<file path="config.mk">
export PLATFORM = sky130hd
export DESIGN_NAME = dual_wdt
export DESIGN_NICKNAME = d
export VERILOG_FILES = /design/src/rtl/wdt_pkg.sv /design/src/rtl/wdt_prescaler.sv /design/src/rtl/wdt_core.sv /design/src/rtl/wdt_pin.sv /design/src/rtl/dual_wdt.sv
export SDC_FILE = /design/constraint.sdc
export NUM_CORES = 1
export LEC_CHECK = 0
export CAP_MARGIN = 20
export CELL_PAD_IN_SITES_DETAIL_PLACEMENT = 0
export CELL_PAD_IN_SITES_GLOBAL_PLACEMENT = 1
export CORE_ASPECT_RATIO = 0.7
export CORE_UTILIZATION = 44
export CTS_CLUSTER_SIZE = 16
export DETAILED_ROUTE_END_ITERATION = 12
export PLACE_DENSITY = 0.91
export SLEW_MARGIN = 30
export SYNTH_ARGS = -nofsm -noshare
export SYNTH_HDL_FRONTEND = slang
export SYNTH_SLANG_ARGS = --single-unit
</file>
<file path="constraint.sdc">
create_clock -name clk -period 3.5 [get_ports clk]
set_clock_uncertainty 0.05 [all_clocks]
set_input_delay 0.525 -clock clk [delete_from_list [all_inputs] [get_ports clk]]
set_output_delay 0.525 -clock clk [all_outputs]
set_load 0.02 [all_outputs]
</file>
<file path="src/rtl/wdt_pkg.sv">
package wdt_pkg;
    // How the shared pin is driven
    typedef enum logic [1:0] {
        PIN_OFF  = 2'd0,
        PIN_GPIO = 2'd1,
        PIN_WDOG = 2'd2
    } pin_mode_e;
endpackage

</file>
<file path="src/rtl/wdt_prescaler.sv">
module wdt_prescaler #(
    parameter int DIV = 1000
) (
    input  logic clk,
    input  logic rst_n,
    output logic tick_o
);
    localparam int CW = (DIV > 1) ? $clog2(DIV) : 1;
    localparam logic [CW-1:0] LAST = CW'(DIV - 1);

    logic [CW-1:0] cnt_d, cnt_q;

    always_comb begin
        tick_o = (cnt_q == LAST);
        cnt_d  = tick_o ? '0 : cnt_q + 1'b1;
    end

    always_ff @(posedge clk) begin
        if (!rst_n) cnt_q <= '0;
        else        cnt_q <= cnt_d;
    end


    tick_spacing_chk: assert property (@(posedge clk) disable iff (!rst_n)
        tick_o |=> !tick_o);
endmodule

</file>
<file path="src/rtl/wdt_core.sv">
module wdt_core #(
    parameter int TMO_W   = 8,
    parameter int CAUSE_W = 4
) (
    input  logic               clk,
    input  logic               rst_n,
    input  logic               tick_i,
    input  logic               dflt_en_i,
    input  logic [TMO_W-1:0]   dflt_tmo_i,
    input  logic               setup_wr_i,
    input  logic               setup_en_i,
    input  logic [TMO_W-1:0]   setup_tmo_i,
    input  logic               stat_wr_i,
    input  logic               stat_alive_i,
    input  logic               stat_force_i,
    input  logic [CAUSE_W-1:0] stat_cause_i,
    output logic               trip_o,
    output logic [CAUSE_W-1:0] cause_o
);
    typedef struct packed {
        logic               en;
        logic [TMO_W-1:0]   tmo;
        logic [TMO_W-1:0]   cnt;
        logic               trip;
        logic [CAUSE_W-1:0] cause;
    } wd_state_t;

    wd_state_t st_d, st_q;

    always_comb begin
        st_d = st_q;
        // countdown on each tick while armed
        if (tick_i && st_q.en && (st_q.tmo != '0) && !st_q.trip) begin
            if (st_q.cnt <= TMO_W'(1)) begin
                st_d.cnt  = '0;
                st_d.trip = 1'b1;
            end else begin
                st_d.cnt = st_q.cnt - 1'b1;
            end
        end
        // status write: cause, re-arm, force (force wins)
        if (stat_wr_i) begin
            st_d.cause = stat_cause_i;
            if (stat_alive_i) begin
                st_d.cnt  = st_q.tmo;
                st_d.trip = 1'b0;
            end
            if (stat_force_i && st_q.en) st_d.trip = 1'b1;
        end
        // setup write: new enable and period, count reloaded
        if (setup_wr_i) begin
            st_d.en  = setup_en_i;
            st_d.tmo = setup_tmo_i;
            st_d.cnt = setup_tmo_i;
            if (!setup_en_i) st_d.trip = 1'b0;
        end
    end

    always_ff @(posedge clk) begin
        if (!rst_n) begin
            st_q.en    <= dflt_en_i;
            st_q.tmo   <= dflt_tmo_i;
            st_q.cnt   <= dflt_tmo_i;
            st_q.trip  <= 1'b0;
            st_q.cause <= '0;
        end else begin
            st_q <= st_d;
        end
    end

    assign trip_o  = st_q.trip;
    assign cause_o = st_q.cause;


    trip_source_chk: assert property (@(posedge clk) disable iff (!rst_n)
        $rose(st_q.trip) |-> $past((tick_i && st_q.en) || (stat_wr_i && stat_force_i)));

    rearm_clears_chk: assert property (@(posedge clk) disable iff (!rst_n)
        (stat_wr_i && stat_alive_i && !(stat_force_i && st_q.en)) |=> !st_q.trip);

    force_trips_chk: assert property (@(posedge clk) disable iff (!rst_n)
        (stat_wr_i && stat_force_i && st_q.en && !(setup_wr_i && !setup_en_i)) |=> st_q.trip);

    zero_tmo_idle_chk: assert property (@(posedge clk) disable iff (!rst_n)
        (st_q.tmo == '0 && !st_q.trip && !(stat_wr_i && stat_force_i)) |=> !st_q.trip);

    trip_sticky_chk: assert property (@(posedge clk) disable iff (!rst_n)
        (st_q.trip && !(stat_wr_i && stat_alive_i) && !(setup_wr_i && !setup_en_i)) |=> st_q.trip);
endmodule

</file>
<file path="src/rtl/wdt_pin.sv">
module wdt_pin
    import wdt_pkg::*;
#(
    parameter int NPORTS = 2
) (
    input  logic [NPORTS-1:0] trip_i,
    input  logic              wdog_sel_i,
    input  logic              dir_out_i,
    input  logic              level_i,
    output logic              pin_o,
    output logic              oe_o
);
    pin_mode_e mode;
    logic      any_trip;

    always_comb begin
        any_trip = |trip_i;
        if (!dir_out_i)     mode = PIN_OFF;
        else if (wdog_sel_i) mode = PIN_WDOG;
        else                mode = PIN_GPIO;
        unique case (mode)
            PIN_WDOG: pin_o = any_trip ? level_i : ~level_i;
            PIN_GPIO: pin_o = level_i;
            default:  pin_o = 1'b0;
        endcase
        oe_o = dir_out_i;
    end
endmodule

</file>
<file path="src/rtl/dual_wdt.sv">
module dual_wdt #(
    parameter int NPORTS   = 2,
    parameter int TMO_W    = 8,
    parameter int CAUSE_W  = 4,
    parameter int TICK_DIV = 1000
) (
    input  logic                      clk,
    input  logic                      rst_n,
    input  logic                      cfg_en_dflt,
    input  logic [TMO_W-1:0]          cfg_tmo_dflt,
    input  logic [NPORTS-1:0]         setup_wr,
    input  logic                      setup_en,
    input  logic [TMO_W-1:0]          setup_tmo,
    input  logic [NPORTS-1:0]         stat_wr,
    input  logic                      stat_alive,
    input  logic                      stat_force,
    input  logic [CAUSE_W-1:0]        stat_cause,
    input  logic                      gp0_wdog_sel,
    input  logic                      gp0_dir_out,
    input  logic                      gp0_level,
    output logic [NPORTS-1:0]         fw_irq,
    output logic [NPORTS*CAUSE_W-1:0] trip_cause,
    output logic                      gp0_out,
    output logic                      gp0_oe
);
    logic tick;

    wdt_prescaler #(.DIV(TICK_DIV)) u_presc (
        .clk    (clk),
        .rst_n  (rst_n),
        .tick_o (tick)
    );

    for (genvar p = 0; p < NPORTS; p++) begin : g_port
        wdt_core #(.TMO_W(TMO_W), .CAUSE_W(CAUSE_W)) u_core (
            .clk          (clk),
            .rst_n        (rst_n),
            .tick_i       (tick),
            .dflt_en_i    (cfg_en_dflt),
            .dflt_tmo_i   (cfg_tmo_dflt),
            .setup_wr_i   (setup_wr[p]),
            .setup_en_i   (setup_en),
            .setup_tmo_i  (setup_tmo),
            .stat_wr_i    (stat_wr[p]),
            .stat_alive_i (stat_alive),
            .stat_force_i (stat_force),
            .stat_cause_i (stat_cause),
            .trip_o       (fw_irq[p]),
            .cause_o      (trip_cause[p*CAUSE_W +: CAUSE_W])
        );
    end

    wdt_pin #(.NPORTS(NPORTS)) u_pin (
        .trip_i     (fw_irq),
        .wdog_sel_i (gp0_wdog_sel),
        .dir_out_i  (gp0_dir_out),
        .level_i    (gp0_level),
        .pin_o      (gp0_out),
        .oe_o       (gp0_oe)
    );
endmodule

</file>
==> flow_summary_export.csv, run 1 <==
group,metric,value,unit
clocking,post_cts_hold_buffer_count,0,
worst_setup_path,critical_path.endpoint_type,"primary output",
worst_hold_path,min_path_type,"reg2reg",
job,cap_violations,0,
power_and_ir_drop,intPower,962,µW
synthesis,synth.cell_area,0.00285,mm²
grt,grt_start_max_net_pins,21,
timing,whs,0.406,ns
synthesis,synth.avg_cell_area,9.27,µm²
floorplan,std_cell_rows,24,
finish,finished_layout_cells,419,
worst_setup_path,worst_ep_arrival_time,1.91,ns
synthesis,synth_simple_gate_area_frac,0.229,
synthesis,synthesis.yosys.warnings,0,
finish,layout.cells.most_common,"clkdlybuf4s50_1",
floorplan,die_h,69.3,µm
clocking,clkTransAtPathRegs,0.10,ns
power_and_ir_drop,fin_total_pwr,1.34,mW
synthesis,ys.flop_type,"dfxtp_1",
finish,finalNetCount,378,
power_and_ir_drop,power.switching,377,µW
timing,layout_min_cycle_time,2.48,ns
synthesis,ys_top_cells_by_area,"dfxtp_1, edfxtp_1, mux2i_1, a21o_1, nor2b_1",
clocking,cts_setup_buffers,0,
placed_design,port_buffers,44,
finish,finish.utilization,0.537,
synthesis,muxShareOfSynthArea,0.0563,
finish,n_fill_cell,573,
synthesis,synth-edff-count,18,
synthesis,synthDominantCellAreaShare,0.253,
drt,drt_pre_antenna_iters,11,
grt,globalRouteTotalUtil,0.211,
placed_design,numPlacedInstances,411,
synthesis,synthArstFlopShare,0,
floorplan,start_util,0.456,
synthesis,synth.distinct_cells,49,
power_and_ir_drop,power.leakage,1.36,nW
worst_setup_path,timing.critical_path.required,2.92,ns
timing,transition_time_at_the_pin_with_the_least_slew_margin,0.723,ns
synthesis,synth-xor-area-share,0.0246,
synthesis,ys_seq_area_frac,0.443,
drt,drcViolationCount,2,
placed_design,globalplace.congestion,0.895,
placed_design,detailedPlacementHpwl,5370,µm
grt,grt_pass1_vias,2138,
floorplan,boundaryPins,45,
clocking,root_buffer,"clkbuf_8",
finish,layout-area-overhead-vs-synth,17.8,%
finish,n_antenna_cell,0,
power_and_ir_drop,vdd.ir_drop.worst,0.000246,V
worst_setup_path,crit_path_max_fanout,1,
synthesis,synth-adder-area-share,0.0220,
clocking,post_cts_sizing,0,
power_and_ir_drop,power.share.switching,0.282,
run_status,run_status,"finished, violations left",
power_and_ir_drop,share_comb_of_total_power,0.179,
drt,vias,2389,
power_and_ir_drop,powerDensity,399,mW/mm²
worst_setup_path,crit_path_start_kind,"input pin",
grt,globalRouteOverflowTotal,0,
timing,setup_total_negative_slack,0,ns
clocking,cts.htree.levels,2,
synthesis,synth-seq-cells,54,
synthesis,main_combinational_cell_family_by_area_after_synthesis,"simple AND/OR/NAND/NOR gates",
clocking,longest_clk_path_bufs,2,
clocking,clkSinkCount,54,
floorplan,coreArea,0.00625,mm²
timing,hold_viol_final,0,
synthesis,synthDominantAreaCellType,"dfxtp_1",
floorplan,die-area,0.00680,mm²
drt,drt-wirelength-per-cell,16.7,µm
drt,drt-vias-per-instance,5.70,
power_and_ir_drop,clock_power_share,0.260,
worst_setup_path,timing_worst_setup_path_type,"in2out",
run_status,violations,"DRC",
finish,drive_gt1_frac,0.0411,
drt,antenna_left,0,
synthesis,synthCells,307,
timing,fin_crit_sh,0.709,
timing,rsz0062_at_grt,"no",
timing,slew_headroom,0.514,
drt,detailedRoute.firstIterationViolations,200,
grt,antenna_violations_before_repair,0,
synthesis,mappedNetlistNets,345,
drt,totalWireLength,7000,µm
clocking,clock_buffers_created_by_tritoncts,5,
power_and_ir_drop,pwr-share-seq,0.561,
timing,max_clock_freq,403,MHz
timing,finalSetupViolCount,0,
floorplan,die_x,98.1,µm
finish,mostFrequentLayoutCells,"clkdlybuf4s50_1, dfxtp_1, nor2_1, o21ai_0, a21oi_1",
clocking,latest_clock_arrival_within_the_worst_skew_pair,0.30,ns
synthesis,synth_compound_area_frac,0.166,
grt,grt_pass1_wl,11200,µm
timing,final_max_tran_viols,0,
clocking,tritoncts,"done",
-- cell usage after synthesis (8+ instances only) --
master / n
buf_4: 12
nand3_1: 8
edfxtp_1: 18
nor4_1: 8
dfxtp_1: 36
nor2b_1: 19
o21ai_0: 21
nor2_1: 31
mux2i_1: 16
inv_1: 11
nand2_1: 12
a21oi_1: 20
a21o_1: 16
-- state kept, by name, indices dropped and copies added (netlist names) --
| name | count |
|---|---|
| g_port.u_core.st_q | 34 |
| g_port.u_core.trip_o | 2 |
| g_port.u_core.cause_o | 8 |
| u_presc.cnt_q | 10 |
-- cell families (layout without fill, tap and decap cells) --
group | Yosys count | in the layout
compound gates | 75 | 75
xor+xnor | 8 | 8
fa+ha+maj | 5 | 5
buf+inv | 30 | 64
flops | 54 | 54
mux | 16 | 16
simple gates | 119 | 119
-- per-stage QoR --
step | setup WS (ns) | area (µm²)
floorplan | 1.61 | 2850
global placement | 0.984 | 3270
detailed placement | 0.931 | 3270
CTS | 1.01 | 3350
global route | 0.987 | 3350
finish | 1.02 | 3350
-- power by group through the flow --
stage                     clock network [mW]  registers, mW  logic (mW)
after floorplan                            0          0.749       0.154
after global placement                     0          0.763       0.232
after detailed placement                   0          0.763       0.236
after CTS                              0.353          0.749       0.237
after global routing                   0.385          0.758       0.263
final                                  0.348          0.751       0.240
-- critical path, cell delays in order --
cell and delay [ns]:
clkdlybuf4s50_1 0.45, nand2_1 0.06, xnor2_1 0.15, and2_1 0.14
clkdlybuf4s50_1 0.59
-- layout make-up --
cell class                 instances  area [µm²]  share of cell area
multi-input combinational        223        1420               0.423
sequential                        54        1260               0.376
timing repair buffer              45         448               0.134
tap                               78        97.6              0.0291
clock buffer                       6        72.6              0.0216
inverter                          11        41.3              0.0123
clock inverter                     2        13.8             0.00410
-- path summary, 6_finish.rpt --
check                        endpoint        startpoint  cells after the start  slack [ns]
max                           gp0_out      gp0_wdog_sel                      5        1.02
min                  u_presc.cnt_q[0]  u_presc.cnt_q[0]                      1        0.41
min reg2reg          u_presc.cnt_q[0]  u_presc.cnt_q[0]                      1        0.41
max reg2reg  g_port[1].u_core.st_q[5]  u_presc.cnt_q[0]                      6        1.23
-- per-layer routing --
layer / track usage / routed length [µm] / part of all wire / vias up
met2: 0.265 / 2590 / 0.37 / 100
met5: 0 / 0 / 0 / -
met3: 0.0575 / 610 / 0.087 / 4
met4: 0.0448 / 44 / 0.0063 / 0
li1: - / - / - / 1160
met1: 0.346 / 3750 / 0.54 / 1125
Note: power is estimated with default switching activity, not from simulation.
==> run 2: changes to the inputs <==
- CORE_UTILIZATION: 44 -> 37
- PLACE_DENSITY: 0.91 -> 0.82
- clock period: 3.5 -> 2.2 ns (I/O delays scaled with it)
==> run 2 against run 1 <==
  * The flow now finishes without violations
  * Sequential cell count unchanged
  * Global-route usage decreased by 2.2 points
  * Setup slack got worse by 0.82 ns
  * Clock power increased by 57%
  * Combinational power increased by 70%
  * Largest cell class unchanged
  * Highest routed layer unchanged
==> flow_summary_export.csv, run 2 (synthesis results as in run 1) <==
group,metric,value,unit
worst_setup_path,crit_path_max_fanout,5,
grt,antenna_violations_before_repair,0,
placed_design,port_buffers,44,
finish,top_register_by_number_of_flip_flops,"g_port.u_core.st_q",
grt,gr-usage-met3,0.0496,
finish,max_reg_flops,34,
placed_design,detailedPlacementHpwl,5640,µm
finish,drive_gt1_frac,0.104,
finish,finish.utilization,0.481,
floorplan,coreArea,0.00738,mm²
finish,flip_flop_and_latch_area,0.00126,mm²
placed_design,placement.setup.worst_slack,0.0826,ns
timing,fin_crit_sh,0.910,
timing,transition_time_at_the_pin_with_the_least_slew_margin,0.494,ns
timing,setup_total_negative_slack,0,ns
clocking,clock_buffers_created_by_tritoncts,5,
timing,finalSetupViolCount,0,
clocking,longest_clk_path_bufs,2,
clocking,post_cts_hold_buffer_count,0,
worst_setup_path,timing_worst_setup_path_type,"reg2reg",
worst_setup_path,critical_path.endpoint_type,"register",
floorplan,die-area,0.00805,mm²
timing,postLayoutSetupSlackWorst,0.199,ns
timing,max_clock_freq,500,MHz
drt,totalWireLength,7200,µm
grt,grt_start_max_net_pins,17,
grt,grt_busiest_layer,"met1",
worst_setup_path,critical_path.n_buffers_inverters,0,
finish,area_of_the_multi_input_gates,0.00142,mm²
worst_setup_path,timing.critical_path.required,2.36,ns
drt,drcViolationCount,0,
timing,hold_viol_final,0,
timing,whs,0.404,ns
worst_setup_path,worst_ep_arrival_time,2.16,ns
grt,globalRouteTotalUtil,0.189,
finish,finalNetCount,402,
worst_setup_path,worst_path_max_delay_cell,"nor4_1",
worst_setup_path,critPathTopFamily,"simple AND/OR/NAND/NOR gates",
timing,slew_headroom,0.667,
grt,routing_usage_on_met1,0.288,
clocking,clkSinkCount,54,
grt,globalRouteOverflowTotal,0,
clocking,cts_setup_buffers,0,
floorplan,die_h,75.4,µm
finish,layout.cells.most_common,"clkdlybuf4s50_1",
finish,n_fill_cell,719,
floorplan,die_x,107,µm
floorplan,start_util,0.385,
power_and_ir_drop,powerDensity,604,mW/mm²
finish,postLayoutCellArea,0.00355,mm²
drt,drt_pre_antenna_iters,5,
timing,final_max_tran_viols,0,
clocking,cts.htree.levels,2,
clocking,tritoncts,"done",
floorplan,std_cell_rows,26,
worst_setup_path,cp_slowest_stage_delay,0.47,ns
timing,rsz0062_at_grt,"no",
grt,gr-usage-met2,0.260,
floorplan,boundaryPins,45,
run_status,run_status,"complete, no violations",
worst_setup_path,cells_traversed_along_the_worst_timing_path,"nor4_1 -> a21oi_1 -> and2_0 -> a32o_1 -> a211o_1",
finish,layout-area-overhead-vs-synth,24.8,%
clocking,clkTransAtPathRegs,0.10,ns
power_and_ir_drop,power.leakage,1.48,nW
worst_setup_path,crit_path_start_kind,"register",
drt,vias,2478,
grt,grt_pass1_vias,2322,
drt,antenna_left,0,
placed_design,globalplace.congestion,0.845,
drt,detailedRoute.firstIterationViolations,183,
worst_hold_path,min_path_type,"reg2reg",
finish,n_antenna_cell,0,
clocking,root_buffer,"clkbuf_8",
clocking,latest_clock_arrival_within_the_worst_skew_pair,0.31,ns
finish,mostFrequentLayoutCells,"clkdlybuf4s50_1, dfxtp_1, nor2_1, buf_4, o21ai_0",
drt,drt-vias-per-instance,5.35,
power_and_ir_drop,vdd.ir_drop.worst,0.000309,V
job,cap_violations,0,
timing,layout_min_cycle_time,2.00,ns
drt,drt-wirelength-per-cell,15.5,µm
grt,grt_pass1_wl,11600,µm
placed_design,postPlaceCellArea,0.00347,mm²
run 2: changes by cell type in the layout (fill, tap and decap cells not counted), sizes merged:
cell           change
clkinv             +1
dlygate4sd2        +1
clkdlybuf4s50      -1
inv                -1
buf               +24
run 2: final timing paths:
| kind | start | endpoint | slack [ns] | cells after the start |
|---|---|---|---|---|
| setup / recovery | g_port[0].u_core.st_q[14] | g_port[0].u_core.st_q[8] | 0.20 | 5 |
| hold / removal | u_presc.cnt_q[0] | u_presc.cnt_q[0] | 0.40 | 1 |
| setup reg to reg | g_port[0].u_core.st_q[14] | g_port[0].u_core.st_q[8] | 0.20 | 5 |
| hold reg to reg | u_presc.cnt_q[0] | u_presc.cnt_q[0] | 0.40 | 1 |
run 2: area by class of cell:
type / instances / area share
inverters: 11 / 0.0116
flip-flops and latches: 54 / 0.355
multi-input cells: 223 / 0.399
well taps: 98 / 0.0345
repair buffers: 69 / 0.176
clock buffers: 6 / 0.0204
clock inverters: 2 / 0.00282
run 2: power breakdown:
part | switching [mW] | internal [mW] | total (mW)
clock network | 0.323 | 0.222 | 0.545
registers | 0.0732 | 1.12 | 1.19
logic | 0.203 | 0.203 | 0.407
run 2: layer usage:
metal	wire length [µm]	part of all wire
met5	0	0
met4	72	0.010
met3	734	0.10
met2	2680	0.37
met1	3720	0.52
run 2: repair_timing:
action                     4_1_cts  5_1_grt
hold endpoints to repair         0        0
setup endpoints to repair        1        0
gates resized for setup          1        0
run 2: stage by stage:
| step | total power [mW] | cells |
|---|---|---|
| floorplan | 1.44 | 307 |
| global placement | 1.61 | 455 |
| detailed placement | 1.62 | 455 |
| CTS | 2.16 | 463 |
| global route | 2.25 | 463 |
| finish | 2.15 | 463 |
